File: config.mk
export PLATFORM = sky130hd
export DESIGN_NAME = cmul_fixed
export DESIGN_NICKNAME = d
export VERILOG_FILES = /design/src/rtl/cmul_pkg.sv /design/src/rtl/cmul_lane_mul.sv /design/src/rtl/cmul_reduce.sv /design/src/rtl/cmul_combine.sv /design/src/rtl/cmul_fixed.sv
export SDC_FILE = /design/constraint.sdc
export NUM_CORES = 1
export LEC_CHECK = 0
export BUFFER_PORTS_ARGS = -buffer_cell sky130_fd_sc_hd__buf_2
export CAP_MARGIN = 40
export CORE_UTILIZATION = 60
export DETAILED_ROUTE_END_ITERATION = 16
export GPL_ROUTABILITY_DRIVEN = 1
export GPL_TIMING_DRIVEN = 0
export PLACE_DENSITY = 0.89
export RECOVER_POWER = 100
export SYNTH_ARGS = -nofsm -noshare
export SYNTH_HDL_FRONTEND = slang
export SYNTH_HIERARCHICAL = 1
export SYNTH_SLANG_ARGS = --single-unit
File: constraint.sdc
create_clock -name clk -period 4.49 [get_ports clk]
set_input_delay 0 -clock clk [delete_from_list [all_inputs] [get_ports clk]]
set_output_delay 0 -clock clk [all_outputs]
set_load 0.02 [all_outputs]
File: src/rtl/cmul_pkg.sv
package cmul_pkg;
   // Lane order of the four partial products
   typedef enum logic [1:0] {
      LN_RR = 2'd0,   // a_re * b_re
      LN_II = 2'd1,   // a_im * b_im
      LN_RI = 2'd2,   // a_re * b_im
      LN_IR = 2'd3    // a_im * b_re
   } lane_e;

   localparam int NLANES = 4;
   localparam int PIPE_DEPTH = 3;
endpackage

File: src/rtl/cmul_lane_mul.sv
module cmul_lane_mul #(
   parameter int W = 8
) (
   input  logic                  clk,
   input  logic                  rst_n,
   input  logic signed [W-1:0]   op_a,
   input  logic signed [W-1:0]   op_b,
   output logic signed [2*W-1:0] prod
);
   localparam int PW = 2 * W;

   always_ff @(posedge clk or negedge rst_n) begin
      if (!rst_n) prod <= '0;
      else        prod <= PW'(op_a) * PW'(op_b);
   end
endmodule

File: src/rtl/cmul_reduce.sv
module cmul_reduce #(
   parameter int W = 8
) (
   input  logic                  clk,
   input  logic                  rst_n,
   input  logic signed [2*W-1:0] prod,
   input  logic                  rnd,
   output logic signed [W-1:0]   red
);
   localparam int PW = 2 * W;
   localparam int SW = PW + 1;
   localparam int STEP = 1 << (W - 1);
   localparam logic signed [SW-1:0] BIAS = SW'(1 << (W - 2));
   localparam logic signed [W-1:0] MAXC = {1'b0, {(W-1){1'b1}}};
   localparam logic signed [W-1:0] MINC = {1'b1, {(W-1){1'b0}}};
   localparam logic signed [PW-1:0] CORNER = {2'b01, {(PW-2){1'b0}}};

   if (W < 3) begin : g_bad_w
      $error("cmul_reduce: W must be at least 3");
   end

   logic signed [SW-1:0] sum_w;
   logic [2:0]           top3;
   logic                 sat;
   logic signed [W-1:0]  nxt;

   assign sum_w = {prod[PW-1], prod} + (rnd ? BIAS : '0);
   assign top3  = sum_w[SW-1:PW-2];
   assign sat   = !(top3 == 3'b000 || top3 == 3'b111);

   always_comb begin
      if (!sat)              nxt = sum_w[PW-2:W-1];
      else if (!sum_w[SW-1]) nxt = MAXC;
      else                   nxt = MINC;
   end

   always_ff @(posedge clk or negedge rst_n) begin
      if (!rst_n) red <= '0;
      else        red <= nxt;
   end

   // unsaturated lane lies within one step below the biased product
   reduce_step_chk: assert property (@(posedge clk) disable iff (!rst_n)
      ($past(rst_n) && !$past(sat)) |->
         (int'($past(sum_w)) >= int'(red) * STEP &&
          int'($past(sum_w)) <  int'(red) * STEP + STEP));


   corner_sat_chk: assert property (@(posedge clk) disable iff (!rst_n)
      ($past(rst_n) && $past(prod) == CORNER) |-> red == MAXC);
endmodule

File: src/rtl/cmul_combine.sv
module cmul_combine #(
   parameter int W = 8
) (
   input  logic                clk,
   input  logic                rst_n,
   input  logic signed [W-1:0] rr,
   input  logic signed [W-1:0] ii,
   input  logic signed [W-1:0] ri,
   input  logic signed [W-1:0] ir,
   output logic signed [W:0]   res_re,
   output logic signed [W:0]   res_im
);
   always_ff @(posedge clk or negedge rst_n) begin
      if (!rst_n) begin
         res_re <= '0;
         res_im <= '0;
      end else begin
         res_re <= {rr[W-1], rr} - {ii[W-1], ii};
         res_im <= {ri[W-1], ri} + {ir[W-1], ir};
      end
   end


   re_exact_chk: assert property (@(posedge clk) disable iff (!rst_n)
      $past(rst_n) |-> int'(res_re) == int'($past(rr)) - int'($past(ii)));


   im_exact_chk: assert property (@(posedge clk) disable iff (!rst_n)
      $past(rst_n) |-> int'(res_im) == int'($past(ri)) + int'($past(ir)));
endmodule

File: src/rtl/cmul_fixed.sv
module cmul_fixed
   import cmul_pkg::*;
#(
   parameter int W = 8
) (
   input  logic                clk,
   input  logic                rst_n,
   input  logic                in_valid,
   input  logic                round_en,
   input  logic signed [W-1:0] a_re,
   input  logic signed [W-1:0] a_im,
   input  logic signed [W-1:0] b_re,
   input  logic signed [W-1:0] b_im,
   output logic                out_valid,
   output logic signed [W:0]   p_re,
   output logic signed [W:0]   p_im
);
   if (W < 3 || W > 15) begin : g_bad_w
      $error("cmul_fixed: W out of supported range 3..15");
   end

   logic signed [W-1:0]   opa   [NLANES];
   logic signed [W-1:0]   opb   [NLANES];
   logic signed [2*W-1:0] prods [NLANES];
   logic signed [W-1:0]   reds  [NLANES];
   logic                  v1, v2, rnd1;

   assign opa[LN_RR] = a_re;  assign opb[LN_RR] = b_re;
   assign opa[LN_II] = a_im;  assign opb[LN_II] = b_im;
   assign opa[LN_RI] = a_re;  assign opb[LN_RI] = b_im;
   assign opa[LN_IR] = a_im;  assign opb[LN_IR] = b_re;

   for (genvar g = 0; g < NLANES; g++) begin : g_lane
      cmul_lane_mul #(.W(W)) i_mul (
         .clk(clk), .rst_n(rst_n),
         .op_a(opa[g]), .op_b(opb[g]), .prod(prods[g]));
      cmul_reduce #(.W(W)) i_red (
         .clk(clk), .rst_n(rst_n),
         .prod(prods[g]), .rnd(rnd1), .red(reds[g]));
   end

   cmul_combine #(.W(W)) i_comb (
      .clk(clk), .rst_n(rst_n),
      .rr(reds[LN_RR]), .ii(reds[LN_II]),
      .ri(reds[LN_RI]), .ir(reds[LN_IR]),
      .res_re(p_re), .res_im(p_im));

   always_ff @(posedge clk or negedge rst_n) begin
      if (!rst_n) begin
         v1        <= 1'b0;
         v2        <= 1'b0;
         out_valid <= 1'b0;
         rnd1      <= 1'b0;
      end else begin
         v1        <= in_valid;
         v2        <= v1;
         out_valid <= v2;
         rnd1      <= round_en;
      end
   end

   // cycles since reset, saturating, for the latency check
   logic [1:0] age;
   always_ff @(posedge clk or negedge rst_n) begin
      if (!rst_n)                      age <= '0;
      else if (age != 2'(PIPE_DEPTH))  age <= age + 2'd1;
   end


   valid_lat_chk: assert property (@(posedge clk) disable iff (!rst_n)
      (age == 2'(PIPE_DEPTH)) |-> out_valid == $past(in_valid, 3));


   reset_out_chk: assert property (@(posedge clk)
      !rst_n |-> (!out_valid && p_re == '0 && p_im == '0));
endmodule

==> reports/qor.csv, run 1 <==
metric,value,unit
cell area power density,617,nW/um^2
final net count,2062,
Core Region,24200,um^2
"Data required, critical path",4.70,ns
Worst setup SP type,input port,
worst min path class,in2reg,
Die Ht,159,um
"Slew Viols, Final",47,
die area,25300,um^2
reg2reg start,rnd1,
failing checks,"capacitance limit, slew limit",
"reg-to-reg slack, setup",2.25,ns
TritonCTS Buffers,9,
hold_ws,0.301,ns
overall global routing resource usage,26.2,%
Core Rows,57,
status,"complete, but fails checks",
VDD IR max,0.429,mV
vias in the first global route,11700,
static leakage,7.55,nW
"Clk Latency, worst-skew pair",0.34,ns
GPL Wtd Cong,0.900,
RSZ-0062 raised after global routing,no,
endpoints failing setup,0,
min Tclk post-route,4.14,ns
Syn. warnings,6,
Synth Net Count,1993,
clk root buf,clkbuf_16,
critical path class,in2reg,
slew margin rel.,-56.1,%
CP endpoint kind,register,
Buffers on Ports,54,
setup tns final,0,ns
DP HPWL,24400,um
# H-tree levels,3,
Worst-Margin Slew,2.34,ns
largest net degree at the start of global routing,50,
Resized cells post-CTS,0,
routed length per placed instance,15.5,um
Max Clock Freq,0.242,GHz
global route overflow,0,
Hold Path Depth,2,
detailed-route DRC error count,0,
Longest Clk Path Bufs,2,
Clock Sinks,94,
initial antenna violation count,2,
post-synthesis instance total,1599,
worst-path fanout max,18,
Via density,5.65,
"Cell Count, Final, Fillers Out",1996,
Layout Area Growth over Synthesis,6.08,%
ratio of cells with drive above 1 in the final layout,4.49,%
Initial DRC Count,722,
Die W,159,um
"Period Utilization, post-route",92.2,%
arrival time at the worst endpoint,4.35,ns
Hold Path Origin,round_en,
Clock Skews,0.00781,ns
Vias,11300,
Post-Syn Area,14800,um^2
Antenna Cells,0,
Final ANT Viol Nets,0,
I/O pins,55,
"CTS clk-pin slew, worst paths",0.06,ns
MaxCap Viol Count,1,
drt first pass iters,5,
hold-critical path endpoint,rnd1,
# fillers,1945,
FF-to-FF End,g_lane[2].i_red/red[5],
initial core utilization,61.0,%
Reg2Reg Depth,7,
placed insts,1978,
first-pass GRT wire length,54400,um
syn avg cell area,9.26,um^2
final wirelength,31000,um
Final Hold Fails,0,
CTS tree,built,
worst max path at each step:
stage / from / end / slack, ns / cells past startpoint
floorplan: b_im[4] / g_lane[2].i_mul/prod[11] / 0.79 / 15
global placement: b_im[7] / g_lane[2].i_mul/prod[14] / 0.23 / 15
detailed placement: b_im[7] / g_lane[2].i_mul/prod[14] / 0.16 / 15
CTS: b_im[7] / g_lane[2].i_mul/prod[14] / 0.51 / 15
global route: b_im[7] / g_lane[1].i_mul/prod[14] / 0.13 / 15
finish: b_im[7] / g_lane[1].i_mul/prod[14] / 0.35 / 15
sequential cells by signal (all words and copies together) (netlist names):
register / flops
g_lane.i_mul/prod: 40
g_lane.i_red/red: 32
rnd1: 1
v1: 1
i_comb/res_im: 9
i_comb/res_re: 9
out_valid: 1
v2: 1
layout by cell type (no fill, tap or decap), types with 6 or more instances in the layout:
master and instances:
inv_1 343, fa_1 222, and2_1 170, ha_1 136, nand2_1 95, dfrtp_1 94
xnor2_1 62, a21oi_1 59, nor2_1 57, nor2b_1 46, o21ai_0 39, buf_2 38
nand3_1 34, clkbuf_1 29, nand4_1 24, nor3_1 18, xor2_1 17, a21boi_0 12
nand4b_1 10, o211ai_1 10, clkbuf_16 9, o21a_1 9, a21o_1 9, and3_1 9
a31oi_1 9, o31ai_1 9, or3_1 8, nand2b_1 6, and2_0 6, or4_1 6
per-stage QoR:
step / total power [mW] / setup slack [ns] / cell area [um^2] / util [%]
global placement: 8.61 / 0.234 / 15500 / 63.8
global route: 10.8 / 0.133 / 15700 / 64.7
floorplan: 7.20 / 0.794 / 14800 / -
finish: 9.68 / 0.352 / 15700 / 64.7
detailed placement: 8.98 / 0.160 / 15500 / 63.9
CTS: 9.76 / 0.508 / 15800 / 65.2
power by group:
part / internal (mW) / switching, mW / total (mW)
logic: 2.97 / 4.32 / 7.29
registers: 1.37 / 0.312 / 1.68
clock network: 0.418 / 0.294 / 0.713
area by class of cell:
class                           count  area (um^2)  area share, %
Buffer                             16         95.1          0.606
Clock buffer                       13          270           1.72
Clock inverter                      2         16.3          0.104
Inverter                          343         1290           8.20
Multi-Input combinational cell   1146        11000           70.0
Sequential cell                    94         2350           15.0
Tap cell                          324          405           2.58
Timing Repair Buffer               58          280           1.79
critical path, cell delays in order:
cell	delay, ns
buf_2	0.33
nand2b_1	0.14
fa_1	0.52
fa_1	0.54
inv_1	0.06
fa_1	0.53
inv_1	0.06
fa_1	0.53
inv_1	0.04
ha_1	0.35
o21a_1	0.20
o31a_1	0.13
nor4b_1	0.45
o21ai_1	0.16
xor2_1	0.31
timing repair:
action                                 CTS  global route
endpoints found under the hold margin   47             0
setup buffers                            0             0
hold buffers                             3             0
per-layer routing:
layer  up-vias  global-route usage [%]  share of wire [%]
met2       394                    45.9                 51
li1       5202                       -                  -
met1      5616                    34.2                 41
met3        52                    3.20                5.8
met5         -                       0              0.074
met4         4                    8.04                2.0
(Power assumes the default switching activity.)
==> inputs of run 2 (changes only) <==
Settings changed: CORE_MARGIN from default to 2, MAX_ROUTING_LAYER from default to met4.
==> reports/qor.csv, run 2 (same netlist as run 1, synthesis figures left out) <==
metric,value,unit,change
Die W,161,um,was 159 um
register area,2350,um^2,unchanged
Final ANT Viol Nets,0,,unchanged
status,"complete, but fails checks",,unchanged
NetSw,4.96,mW,was 4.92 mW
critical path class,in2reg,,unchanged
"Slew Viols, Final",96,,was 47
worst min path class,in2reg,,unchanged
overall global routing resource usage,26.2,%,about the same
RSZ-0062 raised after global routing,no,,unchanged
# H-tree levels,3,,unchanged
endpoints failing setup,0,,unchanged
top layer in use,met4,,was met5
I/O pins,55,,unchanged
Resized cells post-CTS,0,,unchanged
arrival time at the worst endpoint,4.42,ns,was 4.35 ns
Antenna Cells,0,,unchanged
largest net degree at the start of global routing,49,,was 50
"Most flops, register",g_lane.i_mul/prod,,unchanged
Util after Layout,64.8,%,was 64.7%
Multi-input gate area,11000,um^2,about the same
Max Clock Freq,0.238,GHz,was 0.242 GHz
Layout Area Growth over Synthesis,6.16,%,was 6.08%
global route overflow,0,,unchanged
worst-path fanout max,18,,unchanged
Initial DRC Count,693,,was 722
MaxCap Viol Count,2,,was 1
M1 WL,13000,um,"was 12,800 um"
Clock Skews,0.00632,ns,was 0.00781 ns
Die Ht,161,um,was 159 um
Core Rows,57,,unchanged
"Data required, critical path",4.71,ns,was 4.70 ns
cell area power density,625,nW/um^2,was 617 nW/um^2
Hold Path Origin,round_en,,unchanged
min Tclk post-route,4.20,ns,was 4.14 ns
Final Power,9.82,mW,was 9.68 mW
"CTS clk-pin slew, worst paths",0.06,ns,about the same
Flop pwr share,17.0,%,was 17.4%
largest registers,"g_lane.i_mul/prod: 40 flops, g_lane.i_red/red: 32 flops",,unchanged
detailed-route DRC error count,0,,unchanged
GPL Wtd Cong,0.927,,was 0.900
# fillers,1996,,"was 1,945"
VDD IR max,0.372,mV,was 0.429 mV
"Cell Chain, Critical Path","buf_2, nand2b_1, fa_1, fa_1, inv_1, fa_1, inv_1, fa_1, inv_1, ha_1, a21o_1, a21oi_1, a21oi_1, o41ai_1, xnor2_1",,"was buf_2, nand2b_1, fa_1, fa_1, inv_1, fa_1, inv_1, fa_1, inv_1, ha_1, o21a_1, o31a_1, nor4b_1, o21ai_1, xor2_1"
Vias,11200,,"was 11,300"
"Cell Count, Final, Fillers Out",1998,,"was 1,996"
TritonCTS Buffers,9,,unchanged
failing checks,"capacitance limit, slew limit",,unchanged
CP peak stage delay,0.55,ns,was 0.54 ns
Worst setup SP type,input port,,unchanged
initial core utilization,61.0,%,unchanged
setup tns final,0,ns,unchanged
final net count,2063,,"was 2,062"
post-route cell area,15700,um^2,about the same
DP HPWL,24600,um,"was 24,400 um"
Crit-path slowest cell,fa_1,,unchanged
routed length per placed instance,15.6,um,was 15.5 um
CP endpoint kind,register,,unchanged
clk root buf,clkbuf_16,,unchanged
Buffers on Ports,54,,unchanged
Core Region,24200,um^2,unchanged
Via density,5.63,,was 5.65
static leakage,7.54,nW,was 7.55 nW
vias in the first global route,11700,,about the same
reg2reg start,rnd1,,unchanged
drt first pass iters,7,,was 5
Internal Power,4.86,mW,was 4.76 mW
"most common cell after layout, fill and taps aside",inv_1,,unchanged
Critical Path Most Common Cell,fa_1,,unchanged
die area,25900,um^2,"was 25,300 um^2"
slew margin rel.,-66.4,%,was -56.1%
dpl cell area,15500,um^2,about the same
met2 routed WL,15800,um,about the same
initial antenna violation count,0,,was 2
most frequent cells in the layout,"inv_1, fa_1, and2_1",,unchanged
first-pass GRT wire length,53900,um,"was 54,400 um"
clock power share,8.2,%,was 7.4%
CTS tree,built,,unchanged
Clock Sinks,94,,unchanged
"Clk Latency, worst-skew pair",0.34,ns,about the same
placed insts,1979,,"was 1,978"
max reg flops,40,,unchanged
Worst-Margin Slew,2.50,ns,was 2.34 ns
DR WL met3,1670,um,was 1800 um
Final Hold Fails,0,,unchanged
"Period Utilization, post-route",93.6,%,was 92.2%
Longest Clk Path Bufs,2,,unchanged
final wirelength,31100,um,"was 31,000 um"
Comb pwr share,74.8,%,was 75.3%
ratio of cells with drive above 1 in the final layout,4.18,%,was 4.49%
Worst Setup SP,b_im[7],,unchanged
switch share,50.5,%,was 50.8%
## run 2: layout make-up
type | instances | share of cell area, %
inverter | 343 | 8.19
clock buffer | 13 | 1.59
tap | 324 | 2.58
clock inverter | 3 | 0.430
timing repair buffer | 59 | 1.79
multi-input combinational | 1146 | 69.9
sequential | 94 | 15.0
buffer | 16 | 0.510
## run 2: metal layers
layer / up-vias / track usage (%)
met5: - / -
met4: 0 / 7.59
met3: 52 / 2.57
met2: 366 / 44.6
met1: 5625 / 33.8
li1: 5205 / -
## run 2: power groups by stage
stage,Combinational (mW),Clock (mW),Sequential [mW]
final,7.34,0.807,1.67
after CTS,7.38,0.830,1.66
after global placement,6.96,0,1.66
after global routing,8.25,0.870,1.72
after floorplan,5.50,0,1.70
after detailed placement,7.33,0,1.68
## run 2: worst max-delay path: cells and delay by family
family          cells  cell delay (ns)
simple gates        1             0.14
compound gates      4             1.02
buf+inv             4             0.50
xor+xnor            1             0.25
fa+ha+maj           5             2.50
## run 2: path summary, 6_finish.rpt
kind / to / slack (ns) / cells past startpoint
setup reg to reg: g_lane[1].i_red/red[0] / 2.04 / 7
hold / removal: rnd1 / 0.31 / 2
max in group asynchronous: g_lane[2].i_mul/prod[12] / 1.97 / 3
setup / recovery: g_lane[2].i_mul/prod[15] / 0.29 / 15
hold reg to reg: v2 / 0.35 / 0
min in group asynchronous: i_comb/res_re[7] / 1.01 / 3
## run 2: through the flow
step	setup slack (ns)	hold slack, ns
after detailed placement	0.158	0.0220
after global routing	0.140	0.309
after global placement	0.233	0.108
after CTS	0.515	0.209
after floorplan	0.794	-0.296
final	0.286	0.308
## run 2: repair_timing
action	4_1_cts	5_1_grt
hold buffers	3	0
setup buffers	0	0
endpoints found under the hold margin	96	0
==> inputs of run 3 (changes only) <==
Settings changed: CORE_ASPECT_RATIO from default to 1.75.
==> reports/qor.csv, run 3 (same netlist as run 1, synthesis figures left out) <==
metric,value,unit,change
Worst setup SP type,input port,,unchanged
RSZ-0062 raised after global routing,no,,unchanged
Longest Clk Path Bufs,2,,unchanged
largest net degree at the start of global routing,49,,unchanged
ratio of cells with drive above 1 in the final layout,4.66,%,was 4.18%
Reg2Reg Depth,7,,unchanged
Vias,11100,,"was 11,200"
min Tclk post-route,4.16,ns,was 4.20 ns
Die Ht,212,um,was 161 um
worst-path fanout max,16,,was 18
dpl cell area,15500,um^2,about the same
detailed-route DRC error count,0,,unchanged
final wirelength,31700,um,"was 31,100 um"
failing checks,"capacitance limit, slew limit",,unchanged
Clock Skews,0.00668,ns,was 0.00632 ns
DP HPWL,25900,um,"was 24,600 um"
global route overflow,0,,unchanged
FF-to-FF End,g_lane[2].i_red/red[5],,was g_lane[1].i_red/red[0]
initial core utilization,60.6,%,was 61.0%
Clock Sinks,94,,unchanged
"CTS clk-pin slew, worst paths",0.06,ns,about the same
VDD IR max,0.376,mV,was 0.372 mV
"Data required, critical path",4.75,ns,was 4.71 ns
Core Region,24400,um^2,"was 24,200 um^2"
post-route cell area,15700,um^2,about the same
Antenna Cells,0,,unchanged
"Slew Viols, Final",49,,was 96
"Cell Chain, Critical Path","clkbuf_1, and2_0, fa_1, inv_1, fa_1, inv_1, fa_1, inv_1, fa_1, inv_1, ha_1, a21o_1, a21oi_1, a21oi_1, o41ai_2, xnor2_1",,"was buf_2, nand2b_1, fa_1, fa_1, inv_1, fa_1, inv_1, fa_1, inv_1, ha_1, a21o_1, a21oi_1, a21oi_1, o41ai_1, xnor2_1"
Via density,5.61,,was 5.63
most frequent cells in the layout,"inv_1, fa_1, and2_1",,unchanged
# fillers,1923,,"was 1,996"
register area,2350,um^2,unchanged
hold-critical path endpoint,rnd1,,unchanged
Util after Layout,64.3,%,was 64.8%
largest registers,"g_lane.i_mul/prod: 40 flops, g_lane.i_red/red: 32 flops",,unchanged
"reg-to-reg slack, setup",2.16,ns,was 2.04 ns
final setup margin,0.334,ns,was 0.286 ns
CP top delay family,adder cells,,unchanged
"Clk Latency, worst-skew pair",0.36,ns,was 0.34 ns
reg2reg start,rnd1,,unchanged
Layout Area Growth over Synthesis,6.23,%,was 6.16%
Multi-input gate area,11000,um^2,about the same
"Period Utilization, post-route",92.6,%,was 93.6%
Critical path buffers and inverters,5,,was 4
Max Clock Freq,0.241,GHz,was 0.238 GHz
Core Rows,76,,was 57
GPL Wtd Cong,0.971,,was 0.927
first-pass GRT wire length,55300,um,"was 53,900 um"
static leakage,7.56,nW,was 7.54 nW
pre-CTS setup slack,0.179,ns,was 0.158 ns
max reg flops,40,,unchanged
CP endpoint kind,register,,unchanged
"most common cell after layout, fill and taps aside",inv_1,,unchanged
vias in the first global route,12100,,"was 11,700"
CTS tree,built,,unchanged
status,"complete, but fails checks",,unchanged
cell area power density,614,nW/um^2,was 625 nW/um^2
Buffers on Ports,54,,unchanged
CP peak stage delay,0.54,ns,was 0.55 ns
Hold Path Origin,round_en,,unchanged
Die W,123,um,was 161 um
Crit-path slowest cell,fa_1,,unchanged
Initial DRC Count,549,,was 693
final net count,2062,,"was 2,063"
critical path class,in2reg,,unchanged
worst min path class,in2reg,,unchanged
# H-tree levels,3,,unchanged
"Most flops, register",g_lane.i_mul/prod,,unchanged
initial antenna violation count,0,,unchanged
routed length per placed instance,16.0,um,was 15.6 um
overall global routing resource usage,27.6,%,was 26.2%
slew margin rel.,-61.4,%,was -66.4%
Hold Path Depth,2,,unchanged
I/O pins,55,,unchanged
setup tns final,0,ns,unchanged
Worst-Margin Slew,2.42,ns,was 2.50 ns
Final Hold Fails,0,,unchanged
die area,26000,um^2,"was 25,900 um^2"
clk root buf,clkbuf_16,,unchanged
endpoints failing setup,0,,unchanged
Final ANT Viol Nets,0,,unchanged
drt first pass iters,5,,was 7
arrival time at the worst endpoint,4.41,ns,was 4.42 ns
MaxCap Viol Count,1,,was 2
TritonCTS Buffers,9,,unchanged
Crit path depth,16,,was 15
==> run 3: area by class of cell <==
cell class	instances	area share [%]
well taps	312	2.48
flip-flops and latches	94	15.0
clock buffers	11	1.61
repair buffers	58	1.77
multi-input cells	1146	70.0
inverters	343	8.19
clock inverters	5	0.358
plain buffers	16	0.605
==> run 3: how the worst max path moves through the flow <==
| stage | from | end | slack [ns] |
|---|---|---|---|
| floorplan | b_im[4] | g_lane[2].i_mul/prod[11] | 0.79 |
| detailed placement | b_im[7] | g_lane[1].i_mul/prod[14] | 0.18 |
| global route | b_re[1] | g_lane[3].i_mul/prod[15] | 0.19 |
| global placement | b_im[7] | g_lane[1].i_mul/prod[14] | 0.31 |
| CTS | b_im[7] | g_lane[1].i_mul/prod[14] | 0.55 |
| finish | b_re[1] | g_lane[3].i_mul/prod[15] | 0.33 |
==> run 3: report_power, final <==
group,switching (mW),internal [mW]
sequential,0.311,1.37
combinational,4.19,3.00
clock,0.321,0.461
==> run 3: routing by layer <==
layer	track usage, %	wire length [um]
met1	29.6	11600
met2	50.1	17700
met3	2.24	919
met4	13.4	1570
met5	-	0
==> run 3: per-stage QoR <==
stage                     hold slack, ns  instances  power (mW)
after floorplan                   -0.296       1599        7.20
after global placement             0.109       1965        8.51
after detailed placement          0.0482       1966        8.90
after CTS                          0.218       1985        9.73
after global routing               0.296       1985        10.7
final                              0.287       1985        9.65
==> run 3: repair_timing <==
item	in CTS	in global routing
hold endpoints to repair	49	0
resized for setup	0	0
hold buffers	3	0
setup buffers	0	0
